$ cat src/rtl/mdm_pkg.sv
package mdm_pkg;
    localparam int LINE_COUNT = 4;
    localparam int LN_CTS = 0;
    localparam int LN_DSR = 1;
    localparam int LN_RI  = 2;
    localparam int LN_CD  = 3;

    localparam int CTRL_BITS = 5;
    localparam int CB_DTR  = 0;
    localparam int CB_RTS  = 1;
    localparam int CB_AUX1 = 2;
    localparam int CB_AUX2 = 3;
    localparam int CB_LOOP = 4;

    // lines whose flag reacts only to a falling level
    localparam logic [LINE_COUNT-1:0] FALL_ONLY = 4'b0100;

    typedef enum logic [0:0] {
        ST_SETTLE = 1'b0,
        ST_WATCH  = 1'b1
    } mon_state_t;
endpackage

$ cat src/rtl/mdm_sync.sv
module mdm_sync #(
    parameter int WIDTH  = 4,
    parameter int STAGES = 2
) (
    input  logic             clk,
    input  logic             rst_n,
    input  logic [WIDTH-1:0] d_async,
    output logic [WIDTH-1:0] q_sync
);
    logic [WIDTH-1:0] pipe [STAGES];

    always_ff @(posedge clk) begin
        if (!rst_n) pipe[0] <= '0;
        else        pipe[0] <= d_async;
    end

    for (genvar g = 1; g < STAGES; g++) begin : g_stage
        always_ff @(posedge clk) begin
            if (!rst_n) pipe[g] <= '0;
            else        pipe[g] <= pipe[g-1];
        end
    end

    assign q_sync = pipe[STAGES-1];

    initial begin
        AST_SYNC_DEPTH: assert (STAGES >= 2) else $error("synchroniser too short");
    end
endmodule

$ cat src/rtl/mdm_delta.sv
module mdm_delta #(
    parameter int                WIDTH     = 4,
    parameter logic [WIDTH-1:0]  FALL_MASK = '0
) (
    input  logic             clk,
    input  logic             rst_n,
    input  logic [WIDTH-1:0] level,
    input  logic             arm,
    input  logic             clr,
    output logic [WIDTH-1:0] flags
);
    logic [WIDTH-1:0] prev_q;
    logic [WIDTH-1:0] hit;

    for (genvar i = 0; i < WIDTH; i++) begin : g_line
        if (FALL_MASK[i]) begin : g_fall
            assign hit[i] = arm & prev_q[i] & ~level[i];
        end else begin : g_any
            assign hit[i] = arm & (prev_q[i] ^ level[i]);
        end
    end

    always_ff @(posedge clk) begin
        if (!rst_n) begin
            prev_q <= '0;
            flags  <= '0;
        end else begin
            prev_q <= level;
            flags  <= (flags & ~{WIDTH{clr}}) | hit;
        end
    end

    AST_FLAG_STICKY: assert property (@(posedge clk) disable iff (!rst_n)
        (!clr && flags != '0) |=> ((flags & $past(flags)) == $past(flags)));
    AST_CLEAR_ON_READ: assert property (@(posedge clk) disable iff (!rst_n)
        (clr && hit == '0) |=> (flags == '0));
    AST_NO_FLAG_UNARMED: assert property (@(posedge clk) disable iff (!rst_n)
        (!arm) |=> ((flags & ~$past(flags)) == '0));
    AST_SET_BEATS_CLEAR: assert property (@(posedge clk) disable iff (!rst_n)
        (clr && hit != '0) |=> ((flags & $past(hit)) == $past(hit)));
endmodule

$ cat src/rtl/mdm_ctrl_reg.sv
module mdm_ctrl_reg #(
    parameter int CW      = 5,
    parameter int LOOP_AT = 4
) (
    input  logic          clk,
    input  logic          rst_n,
    input  logic          wr,
    input  logic [CW-1:0] wdata,
    output logic [CW-1:0] q,
    output logic          loop_flip
);
    always_ff @(posedge clk) begin
        if (!rst_n)  q <= '0;
        else if (wr) q <= wdata;
    end

    assign loop_flip = wr && (wdata[LOOP_AT] != q[LOOP_AT]);

    AST_CTRL_HOLD: assert property (@(posedge clk) disable iff (!rst_n)
        (!wr) |=> $stable(q));
endmodule

$ cat src/rtl/modem_line_monitor.sv
module modem_line_monitor #(
    parameter int DATA_W      = 8,
    parameter int SYNC_STAGES = 2
) (
    input  logic              clk,
    input  logic              rst_n,
    input  logic              reg_sel,
    input  logic              wr_en,
    input  logic              rd_en,
    input  logic [DATA_W-1:0] wr_data,
    output logic [DATA_W-1:0] rd_data,
    input  logic              in_cts,
    input  logic              in_dsr,
    input  logic              in_ri,
    input  logic              in_cd,
    output logic              out_dtr,
    output logic              out_rts,
    output logic              out_aux1,
    output logic              out_aux2,
    output logic              irq_event
);
    import mdm_pkg::*;

    localparam int SETTLE_LEN = SYNC_STAGES + 1;
    localparam int CNT_W      = $clog2(SETTLE_LEN + 1);
    localparam logic [CNT_W-1:0] SETTLE_LAST = CNT_W'(SETTLE_LEN - 1);

    logic [CTRL_BITS-1:0]  ctl_q;
    logic                  loop_flip;
    logic                  ctl_wr;
    logic [LINE_COUNT-1:0] line_src;
    logic [LINE_COUNT-1:0] line_lvl;
    logic [LINE_COUNT-1:0] line_flag;
    logic                  flag_clr;
    logic                  arm;
    logic                  loop_on;
    logic                  wdata_unused;

    mon_state_t            state_q, state_d;
    logic [CNT_W-1:0]      cnt_q, cnt_d;

    // ---------------- control register ----------------
    assign ctl_wr       = wr_en && !reg_sel;
    assign wdata_unused = ^wr_data[DATA_W-1:CTRL_BITS];

    mdm_ctrl_reg #(.CW(CTRL_BITS), .LOOP_AT(CB_LOOP)) u_ctrl (
        .clk       (clk),
        .rst_n     (rst_n),
        .wr        (ctl_wr),
        .wdata     (wr_data[CTRL_BITS-1:0]),
        .q         (ctl_q),
        .loop_flip (loop_flip)
    );

    assign loop_on = ctl_q[CB_LOOP];

    // ---------------- source selection ----------------
    always_comb begin
        if (loop_on) begin
            line_src[LN_CTS] = ctl_q[CB_RTS];
            line_src[LN_DSR] = ctl_q[CB_DTR];
            line_src[LN_RI]  = ctl_q[CB_AUX1];
            line_src[LN_CD]  = ctl_q[CB_AUX2];
        end else begin
            line_src[LN_CTS] = in_cts;
            line_src[LN_DSR] = in_dsr;
            line_src[LN_RI]  = in_ri;
            line_src[LN_CD]  = in_cd;
        end
    end

    mdm_sync #(.WIDTH(LINE_COUNT), .STAGES(SYNC_STAGES)) u_sync (
        .clk     (clk),
        .rst_n   (rst_n),
        .d_async (line_src),
        .q_sync  (line_lvl)
    );

    // ---------------- settle / watch state machine ----------------
    always_ff @(posedge clk) begin
        if (!rst_n) begin
            state_q <= ST_SETTLE;          // RESET_ENTRY
            cnt_q   <= '0;
        end else begin
            state_q <= state_d;
            cnt_q   <= cnt_d;
        end
    end

    always_comb begin
        state_d = state_q;
        cnt_d   = cnt_q;
        unique case (state_q)
            ST_SETTLE: begin
                if (loop_flip) begin
                    cnt_d = '0;            // SOURCE_SWAP (restart)
                end else if (cnt_q == SETTLE_LAST) begin
                    state_d = ST_WATCH;    // SETTLE_DONE
                    cnt_d   = '0;
                end else begin
                    cnt_d = cnt_q + 1'b1;
                end
            end
            ST_WATCH: begin
                if (loop_flip) begin
                    state_d = ST_SETTLE;   // SOURCE_SWAP
                    cnt_d   = '0;
                end
            end
            default: begin
                state_d = ST_SETTLE;
                cnt_d   = '0;
            end
        endcase
    end

    always_comb begin
        arm = 1'b0;
        unique case (state_q)
            ST_SETTLE: arm = 1'b0;
            ST_WATCH:  arm = 1'b1;
            default:   arm = 1'b0;
        endcase
    end

    // ---------------- change detection ----------------
    assign flag_clr = rd_en && reg_sel;

    mdm_delta #(.WIDTH(LINE_COUNT), .FALL_MASK(FALL_ONLY)) u_delta (
        .clk   (clk),
        .rst_n (rst_n),
        .level (line_lvl),
        .arm   (arm),
        .clr   (flag_clr),
        .flags (line_flag)
    );

    // ---------------- outputs ----------------
    always_comb begin
        rd_data = '0;
        if (reg_sel) rd_data[2*LINE_COUNT-1:0] = {line_lvl, line_flag};
        else         rd_data[CTRL_BITS-1:0]    = ctl_q;
    end

    assign out_dtr   = ctl_q[CB_DTR]  & ~loop_on;
    assign out_rts   = ctl_q[CB_RTS]  & ~loop_on;
    assign out_aux1  = ctl_q[CB_AUX1] & ~loop_on;
    assign out_aux2  = ctl_q[CB_AUX2] & ~loop_on;
    assign irq_event = |line_flag;

    AST_LOOP_PINS_IDLE: assert property (@(posedge clk) disable iff (!rst_n)
        loop_on |-> {out_dtr, out_rts, out_aux1, out_aux2} == 4'b0000);
    AST_CTRL_TOP_ZERO: assert property (@(posedge clk) disable iff (!rst_n)
        !reg_sel |-> rd_data[DATA_W-1:CTRL_BITS] == '0);
    AST_SETTLE_BOUNDED: assert property (@(posedge clk) disable iff (!rst_n)
        (state_q == ST_SETTLE) |-> (cnt_q < CNT_W'(SETTLE_LEN)));
    AST_IRQ_NEEDS_ARM: assert property (@(posedge clk) disable iff (!rst_n)
        $rose(irq_event) |-> $past(arm));
    AST_SWAP_DISARMS: assert property (@(posedge clk) disable iff (!rst_n)
        loop_flip |=> (state_q == ST_SETTLE && cnt_q == '0));
endmodule

$ cat config.mk
export PLATFORM = sky130hd
export DESIGN_NAME = modem_line_monitor
export DESIGN_NICKNAME = d
export VERILOG_FILES = /design/src/rtl/mdm_pkg.sv /design/src/rtl/mdm_sync.sv /design/src/rtl/mdm_delta.sv /design/src/rtl/mdm_ctrl_reg.sv /design/src/rtl/modem_line_monitor.sv
export SDC_FILE = /design/constraint.sdc
export NUM_CORES = 1
export LEC_CHECK = 0
export BUFFER_PORTS_ARGS = -buffer_cell sky130_fd_sc_hd__clkbuf_2
export CORE_ASPECT_RATIO = 1.5
export CORE_MARGIN = 1
export CORE_UTILIZATION = 49
export CTS_BUF_LIST = sky130_fd_sc_hd__clkbuf_4 sky130_fd_sc_hd__clkbuf_8 sky130_fd_sc_hd__clkbuf_16
export CTS_CLUSTER_SIZE = 25
export DETAILED_ROUTE_END_ITERATION = 8
export HOLD_SLACK_MARGIN = 0.02
export PLACE_DENSITY = 0.74
export SYNTH_ARGS = -nofsm -noshare
export SYNTH_HDL_FRONTEND = slang
export SYNTH_SLANG_ARGS = --single-unit
$ cat constraint.sdc
create_clock -name clk -period 1.3 [get_ports clk]
set_clock_uncertainty 0.15 [all_clocks]
set_input_delay 0.26 -clock clk [delete_from_list [all_inputs] [get_ports clk]]
set_output_delay 0.26 -clock clk [all_outputs]
set_load 0.02 [all_outputs]
==> impl_results.md, run 1 <==
* Share of cells above drive strength 1 at 0.5299
* Die W at 38.79 µm
* Fin Setup TNS at -2540 ps
* Post-Syn Area at 994.7 µm²
* Synth warnings at 0
* WHS Endpoint: u_ctrl.q[1]$_SDFFE_PN0P_
* Number of global-route vias before repair at 724
* Via/cell ratio at 5.006
* Residual DRC at 0
* Root Driver: clkbuf_4
* Placed cell area at 1184 µm²
* Syn-to-layout area delta at 44.91%
* Power Density at 951.8 nW/µm²
* I/O Pins at 30
* Seq pwr share at 0.582
* Worst r2r src: u_ctrl.q[4]$_SDFFE_PN0P_
* CTS buffer count at 3
* Die Area at 2218 µm²
* First-pass GRT wire length at 3139 µm
* Worst Setup End Kind: output pin
* CTS hold repair buffers at 0
* Starting density of the core at 0.5296
* Crit path from: u_delta.flags[0]$_SDFF_PN0_
* WHS Path Cells at 3
* Critical path arrival at 1340 ps
* Crit path max fanout at 2
* Core ar. at 1878 µm²
* Nets at 153
* TritonCTS clock tree: yes
* Register bit total from synthesis at 24
* Synth Net Count at 111
* Clk Latency, worst-skew pair at 320 ps
* Clock sinks at 24
* Outcome: finished, violations left
* Clock transition at path regs at 130 ps
* Fill count at 123
* Cell variety after synth at 23
* Worst-case vdd ir drop at 0.7951 mV
* DP Cell Count at 144
* Leak pwr at 0.6542 nW
* Grt ovf at 0
* Drt wl/cell at 13.75 µm
* R2r worst-path depth at 5
* Failing checks: setup timing
* Sequential area share after synthesis at 0.4830
* Maxcap violations at 0
* TritonRoute pass-1 iters at 2
* Max Fclk at 571.5 MHz
* Port-buffer cells at 26
* Setup-failing EPs final at 13
* Dpl ws at -97.90 ps
* Worst-margin pin slew at 301.1 ps
* Final Hold Fails at 0
* Reg-to-reg endpoint: state_q$_SDFF_PN0_
* Internal power at 1.022 mW
* Crit path kind: reg -> out
* Comb pwr share at 0.178
* RSZ-0062 raised after global routing: yes
* Die height at 57.18 µm
* Cell Count, Final, Fillers Out at 155
* H-tree Lvls at 1
* Post-Syn Area per Cell at 10.58 µm²
* Pin count of the biggest net entering global routing at 15
* Sw Share at 0.2551
* Critical Path RT at 890 ps
* Hold Crit Start: wr_data[1]
* Clk buf depth at 2
* Most frequent cells in the layout: dfxtp_1, buf_6, nor2b_1, clkbuf_2, buf_4
* Max Slew Vio Count at 0
* HPWL Detailed at 1341 µm
* Initial antenna violation count at 0
* All-layer global routing usage at 0.2018
* Flop2flop setup slack at 10 ps
* Worst hold path class: in -> reg
* Gate Count Post-Synth at 94
* DR iter-0 viols at 8
* Switching pwr at 350.0 µW
* Worst setup margin at -449.7 ps
* Antenna-violating nets left at 0
* Worst setup SP type: register
* Post-route clock period utilization at 1.346
* # diodes at 0
* Part of the power in the clock network at 0.240
* Layout Cell Area excl Fill at 1441 µm²
* Global placement routability congestion at 0.6776
* # rows at 19
* Fin crit period at 1750 ps
* Detailed-route via count at 776
* Final Power at 1.372 mW
* Detailed Route WL at 2132 µm
* Max-slew headroom at 0.7990
-- critical path, cell delays in order (launching register included) --
cell and delay [ps]:
dfxtp_2 340, or4_4 530, buf_6 150
-- metal layers --
metal | track usage | part of all wire
met5 | 0 | 0
met2 | 0.3333 | 0.55
met3 | 0.02335 | 0.030
met1 | 0.2388 | 0.40
met4 | 0.1182 | 0.024
-- power groups by stage --
stage               clock network [mW]  logic (mW)  registers [mW]
global placement                     0       0.180           0.814
detailed placement                   0       0.184           0.815
floorplan                            0       0.134           0.802
CTS                              0.336       0.216           0.798
global route                     0.366       0.263           0.804
finish                           0.329       0.244           0.799
-- registers in the layout, indices dropped and copies added (netlist names) --
name	cells
u_ctrl.q	5
cnt_q	2
u_delta.flags	4
u_sync.pipe	8
u_delta.prev_q	4
state_q	1
-- cells in the mapped netlist, drive strengths merged --
cell | instances | share of area
a21bo | 1 | 0.010
a21boi | 1 | 0.0075
a21oi | 3 | 0.019
a22oi | 3 | 0.023
and2 | 11 | 0.073
buf | 3 | 0.028
clkbuf | 3 | 0.011
dfxtp | 24 | 0.48
inv | 1 | 0.0038
mux2 | 5 | 0.057
mux2i | 9 | 0.091
nand2 | 3 | 0.011
nand3b | 1 | 0.0075
nor2 | 2 | 0.0075
nor2b | 17 | 0.11
nor3 | 1 | 0.0050
or3 | 1 | 0.0063
or4 | 1 | 0.0075
xor2 | 4 | 0.035
-- worst max-delay path by stage --
stage,to,depth (start not counted)
floorplan,irq_event,1
global placement,rd_data[4],3
detailed placement,rd_data[2],3
CTS,irq_event,2
global route,irq_event,2
finish,irq_event,2
-- per-stage QoR --
stage	util	hold WS (ps)
3_5_place_dp	0.6302	269.2
2_1_floorplan	-	255.7
3_3_place_gp	0.6302	259.6
4_1_cts	0.7175	33.61
6_report	0.7675	36.11
5_1_grt	0.7675	44.69
-- what timing repair did --
item | 4_1_cts | 5_1_grt
hold endpoints to repair | 0 | 0
setup endpoints to repair | 13 | 16
gates resized for setup | 33 | 35
buffers inserted | 6 | 2
pin swaps | 6 | 3
-- cells by family (layout without fill, tap and decap cells) --
family,count (synthesis),in the layout,synth area share
AND/OR/NAND/NOR,37,37,0.2327
flip-flops,24,24,0.4830
multiplexers,14,14,0.1472
AO/OA/AOI/OAI,8,8,0.05912
buffers and inverters,7,47,0.04276
XOR/XNOR,4,4,0.03522
-- area by class of cell --
class / instances / area [µm²] / area share
Clock buffer: 3 / 22.52 / 0.01563
Inverter: 1 / 3.754 / 0.002604
Multi-Input combinational cell: 63 / 513.0 / 0.3559
Sequential cell: 24 / 495.5 / 0.3438
Tap cell: 21 / 26.28 / 0.01823
Timing Repair Buffer: 43 / 380.4 / 0.2639
No activity file was read; power rests on OpenSTA's default activity.
==> run 2: changes to the inputs <==
SKIP_LAST_GASP = 1   (was not set)
==> run 2 against run 1 <==
The run still ends with setup timing left; utilization is 0.40 points lower; setup slack worse by 2.4 ps; die area stayed put; count of clock-buffer cells in the layout stayed put; via count is 0.64% lower; critical endpoint unchanged; largest power group unchanged.
==> impl_results.md, run 2 (same netlist as run 1, synthesis figures left out) <==
* Residual DRC at 0 (unchanged)
* Core ar. at 1878 µm² (unchanged)
* Layout Cell Area excl Fill at 1434 µm² (-0.52%)
* Crit path max fanout at 2 (unchanged)
* Port-buffer cells at 26 (unchanged)
* Max Fclk at 570.8 MHz (-0.13%)
* Worst hold path class: in -> reg
* First-pass GRT wire length at 3139 µm (unchanged)
* TritonCTS clock tree: yes
* Drt wl/cell at 13.71 µm (-0.29%)
* Die W at 38.79 µm (unchanged)
* Power Density at 956.5 nW/µm² (+0.49%)
* Share of cells above drive strength 1 at 0.5263 (-0.003535)
* Number of global-route vias before repair at 726 (+0.28%)
* Clock transition at path regs at 130 ps (about the same)
* Starting density of the core at 0.5296 (unchanged)
* HPWL Detailed at 1341 µm (unchanged)
* Worst setup margin at -452.0 ps (-2.363 ps)
* Via/cell ratio at 5.006 (about the same)
* Worst-case vdd ir drop at 0.7972 mV (+0.26%)
* Grt ovf at 0 (unchanged)
* Initial antenna violation count at 0 (unchanged)
* I/O Pins at 30 (unchanged)
* RSZ-0062 raised after global routing: yes
* All-layer global routing usage at 0.2018 (unchanged)
* Leak pwr at 0.6484 nW (-0.89%)
* Max reg flops at 8 (unchanged)
* Fin crit period at 1752 ps (+2.363 ps)
* Critical Path RT at 890 ps (about the same)
* Detailed-route via count at 771 (-0.64%)
* Setup-failing EPs final at 13 (unchanged)
* Root Driver: clkbuf_4
* # diodes at 0 (unchanged)
* Global placement routability congestion at 0.6776 (unchanged)
* Critical path arrival at 1340 ps (about the same)
* Max Slew Vio Count at 0 (unchanged)
* Clk buf depth at 2 (unchanged)
* DP Cell Count at 144 (unchanged)
* Top reg by flops: u_sync.pipe
* Final Hold Fails at 0 (unchanged)
* Fin Setup TNS at -2556 ps (-16.62 ps)
* Post-route clock period utilization at 1.348 (+0.001818)
* Clk Latency, worst-skew pair at 330 ps (about the same)
* CTS buffer count at 3 (unchanged)
* Biggest regs: u_sync.pipe: 8 flops, u_ctrl.q: 5 flops
* DR iter-0 viols at 9 (+1)
* Syn-to-layout area delta at 44.15%
* # rows at 19 (unchanged)
* Pin count of the biggest net entering global routing at 15 (unchanged)
* Nets at 152 (-0.65%)
* Clock sinks at 24 (unchanged)
* Max-slew headroom at 0.7994 (about the same)
* Die Area at 2218 µm² (unchanged)
* Most frequent cells in the layout: dfxtp_1, buf_6, nor2b_1, clkbuf_2, buf_4
* Detailed Route WL at 2112 µm (-0.94%)
* Failing checks: setup timing
* Placed cell area at 1184 µm² (unchanged)
* Maxcap violations at 0 (unchanged)
* Crit path kind: reg -> out
* Cell Count, Final, Fillers Out at 154 (-0.65%)
* Antenna-violating nets left at 0 (unchanged)
* TritonRoute pass-1 iters at 2 (unchanged)
* Outcome: finished, violations left
* H-tree Lvls at 1 (unchanged)
* Worst-margin pin slew at 300.5 ps (-0.6114 ps)
* Worst Setup End Kind: output pin
* Worst setup SP type: register
* Die height at 57.18 µm (unchanged)
==> run 2: path summary, 6_finish.rpt <==
kind | startpoint | end | slack [ps] | depth (start not counted)
setup / recovery | u_delta.flags[0]$_SDFF_PN0_ | irq_event | -450 | 2
hold / removal | wr_data[1] | u_ctrl.q[1]$_SDFFE_PN0P_ | 30 | 3
setup reg to reg | u_ctrl.q[4]$_SDFFE_PN0P_ | cnt_q[1]$_SDFFE_PN0P_ | 20 | 5
hold reg to reg | u_sync.pipe[0][1]$_SDFF_PN0_ | u_sync.pipe[1][1]$_SDFF_PN0_ | 300 | 1
==> run 2: what timing repair did <==
item,4_1_cts,5_1_grt
pin swaps,3,4
resized for setup,33,35
hold buffers,0,0
buffers inserted,6,1
setup endpoints to repair,13,16
==> run 2: power breakdown <==
group          internal (mW)  total (mW)  leakage, nW  switching (mW)
combinational          0.140       0.242        0.433           0.102
clock                  0.109       0.331       0.0138           0.222
sequential             0.771       0.798        0.201          0.0270
total                   1.02        1.37        0.648           0.351
==> run 2: area by class of cell <==
class                      count  area [µm²]
multi-input combinational     63       513.0
timing repair buffer          42       372.9
sequential                    24       495.5
clock buffer                   3       22.52
tap                           21       26.28
fill                         126       444.2
inverter                       1       3.754
==> run 2: routing by layer <==
metal	global-route usage	routed length [µm]	vias to the layer above
met2	0.3333	1162	20
met5	0	0	-
met1	0.2388	833	359
met3	0.02335	64	5
met4	0.1182	51	0
li1	-	-	387
==> run 2: stage by stage <==
step / worst slack (ps) / hold WS (ps) / util / total power [mW]
after global placement: -91.01 / 259.6 / 0.6302 / 0.9941
after global routing: -477.3 / 44.69 / 0.7635 / 1.432
after floorplan: 25.88 / 255.7 / - / 0.9369
after detailed placement: -97.90 / 269.2 / 0.6302 / 0.9989
after CTS: -453.9 / 33.61 / 0.7175 / 1.350
final: -452.0 / 34.25 / 0.7635 / 1.372
==> run 2: critical path, stage by stage, from the launching register on <==
cell and delay (ps):
dfxtp_2 340, or4_4 530, buf_6 150
==> run 3: changes to the inputs <==
CORE_ASPECT_RATIO = not set   (was 1.5)
CORE_UTILIZATION = 53   (was 49)
CTS_CLUSTER_SIZE = 20   (was 25)
PLACE_DENSITY = 0.79   (was 0.74)
clock period = 2.1 ns   (was 1.3 ns; I/O delays follow)
==> run 3 against run 2 <==
The run now ends clean; register-to-register slack improved by 690 ps; clock power fell by 43%; die area fell by 7.4%; critical path depth did not move; flip-flop and latch count did not move; first-iteration DRC count fell by 67%; largest cell class is now flip-flops and latches.
==> impl_results.md, run 3 (same netlist as run 1, synthesis figures left out) <==
* Antenna-violating nets left at 0 (unchanged)
* # rows at 15 (-4)
* Nets at 137 (-9.9%)
* Worst Setup End Kind: output pin
* Starting density of the core at 0.5699 (+0.04025)
* Die Area at 2054 µm² (-7.4%)
* Root Driver: clkbuf_4
* Biggest regs: u_sync.pipe: 8 flops, u_ctrl.q: 5 flops
* Detailed Route WL at 1594 µm (-25%)
* Maxcap violations at 0 (unchanged)
* Sw Share at 0.2405 (-0.01541)
* TritonRoute pass-1 iters at 2 (unchanged)
* Clk buf depth at 2 (unchanged)
* Worst hold path class: in -> reg
* First-pass GRT wire length at 2794 µm (-11%)
* Worst-margin pin slew at 389.1 ps (+88.61 ps)
* Fin Setup TNS at 0 ps (+2556 ps)
* Fin crit period at 1918 ps
* Max reg flops at 8 (unchanged)
* Worst setup margin at 181.6 ps (+633.6 ps)
* Die W at 45.32 µm (+17%)
* Internal power at 596.3 µW (-42%)
* Top reg by flops: u_sync.pipe
* Max Slew Vio Count at 0 (unchanged)
* Leak pwr at 0.5234 nW (-19%)
* Dpl ws at 338.6 ps (+436.5 ps)
* Critical Path RT at 1530 ps (+640 ps)
* Via/cell ratio at 4.909 (-1.9%)
* All-layer global routing usage at 0.1938 (-0.008003)
* Outcome: finished, final reports clean
* TritonCTS clock tree: yes
* Crit path max fanout at 3 (+1)
* I/O Pins at 30 (unchanged)
* Part of the power in the clock network at 0.239 (-0.002)
* CTS hold repair buffers at 0 (unchanged)
* RSZ-0062 raised after global routing: no
* Switching pwr at 188.9 µW (-46%)
* PostCTS Resize Cnt at 0 (-100%)
* Final Power at 785.2 µW (-43%)
* Setup-failing EPs final at 0 (-13)
* Clock sinks at 24 (unchanged)
* Drt wl/cell at 11.15 µm (-19%)
* Critical path arrival at 1350 ps (about the same)
* Number of global-route vias before repair at 652 (-10%)
* Worst setup SP type: register
* Worst-case vdd ir drop at 0.4220 mV (-47%)
* Crit path kind: reg -> out
* Pin count of the biggest net entering global routing at 23 (+8)
* Power Density at 684.4 nW/µm² (-28%)
* Core ar. at 1745 µm² (-7.1%)
* DR iter-0 viols at 3 (-6)
* Clk Latency, worst-skew pair at 310 ps (-20 ps)
* Initial antenna violation count at 0 (unchanged)
* Seq pwr share at 0.630 (+0.048)
* Most frequent cells in the layout: clkbuf_2, dfxtp_1, nor2b_1, mux2i_1, and2_1
* Global placement routability congestion at 0.7160 (+5.7%)
* Residual DRC at 0 (unchanged)
* Most common cell after layout, fill and taps aside: clkbuf_2
* Grt ovf at 0 (unchanged)
* Syn-to-layout area delta at 15.35%
* HPWL Detailed at 1197 µm (-11%)
* Fill count at 160 (+27%)
* Max Fclk at 521.3 MHz
* Max-slew headroom at 0.7403 (-0.05915)
* Post-route clock period utilization at 0.9135
* # diodes at 0 (unchanged)
* H-tree Lvls at 1 (unchanged)
* Die height at 45.32 µm (-21%)
* Port-buffer cells at 26 (unchanged)
* Comb pwr share at 0.131 (-0.046)
* Setup Fix Bufs, Post-CTS at 0 (-6)
* Clock transition at path regs at 120 ps (about the same)
* Final Hold Fails at 0 (unchanged)
* CTS buffer count at 3 (unchanged)
* Share of cells above drive strength 1 at 0.3475 (-0.1789)
* Detailed-route via count at 702 (-8.9%)
==> run 3: cell types whose count changed in the layout (fill, tap and decap cells not counted), moves of 5 or more <==
cell      change
buf_8         -5
dfxtp_2       -9
dfxtp_1      +10
clkbuf_2     +13
buf_6        -14
buf_4         -9
==> run 3: area by class of cell <==
cell class	instances	area, µm²	area share
multi-input cells	63	471.7	0.4111
inverters	1	3.754	0.003272
clock buffers	3	22.52	0.01963
flip-flops and latches	24	480.5	0.4188
well taps	25	31.28	0.02726
repair buffers	27	137.6	0.1200
==> run 3: power by group through the flow <==
stage | logic (mW) | clock network, mW | registers (mW)
final | 0.103 | 0.188 | 0.494
after CTS | 0.104 | 0.197 | 0.495
after global placement | 0.101 | 0 | 0.504
after global routing | 0.114 | 0.216 | 0.499
after floorplan | 0.0826 | 0 | 0.497
after detailed placement | 0.104 | 0 | 0.505
==> run 3: worst paths after layout <==
| check | startpoint | endpoint | slack (ps) | cells past startpoint |
|---|---|---|---|---|
| max | u_delta.flags[3]$_SDFF_PN0_ | irq_event | 180 | 2 |
| min | in_cts | u_sync.pipe[0][0]$_SDFF_PN0_ | 220 | 3 |
| max reg2reg | u_ctrl.q[4]$_SDFFE_PN0P_ | cnt_q[0]$_SDFFE_PN0P_ | 710 | 4 |
| min reg2reg | u_sync.pipe[0][1]$_SDFF_PN0_ | u_sync.pipe[1][1]$_SDFF_PN0_ | 290 | 1 |
==> run 3: metrics by stage <==
stage               hold slack [ps]  utilization  area, µm²  std cells
finish                        215.3       0.6573       1147        143
global route                  218.3       0.6573       1147        143
CTS                           210.1       0.6573       1147        143
detailed placement            266.5       0.6444       1125        140
global placement              265.0       0.6444       1125        140
floorplan                     255.7            -      994.7         94
==> run 3: metal layers <==
metal	wire, µm	GRT usage	share of wire
met4	25	0.1091	0.016
met2	748	0.3130	0.47
met5	0	0	0
met1	763	0.2413	0.48
met3	57	0.03600	0.036
==> run 3: critical path, cell delays in order (launching register included) <==
cell and delay [ps]:
dfxtp_1 350, or4_1 530, clkbuf_2 170
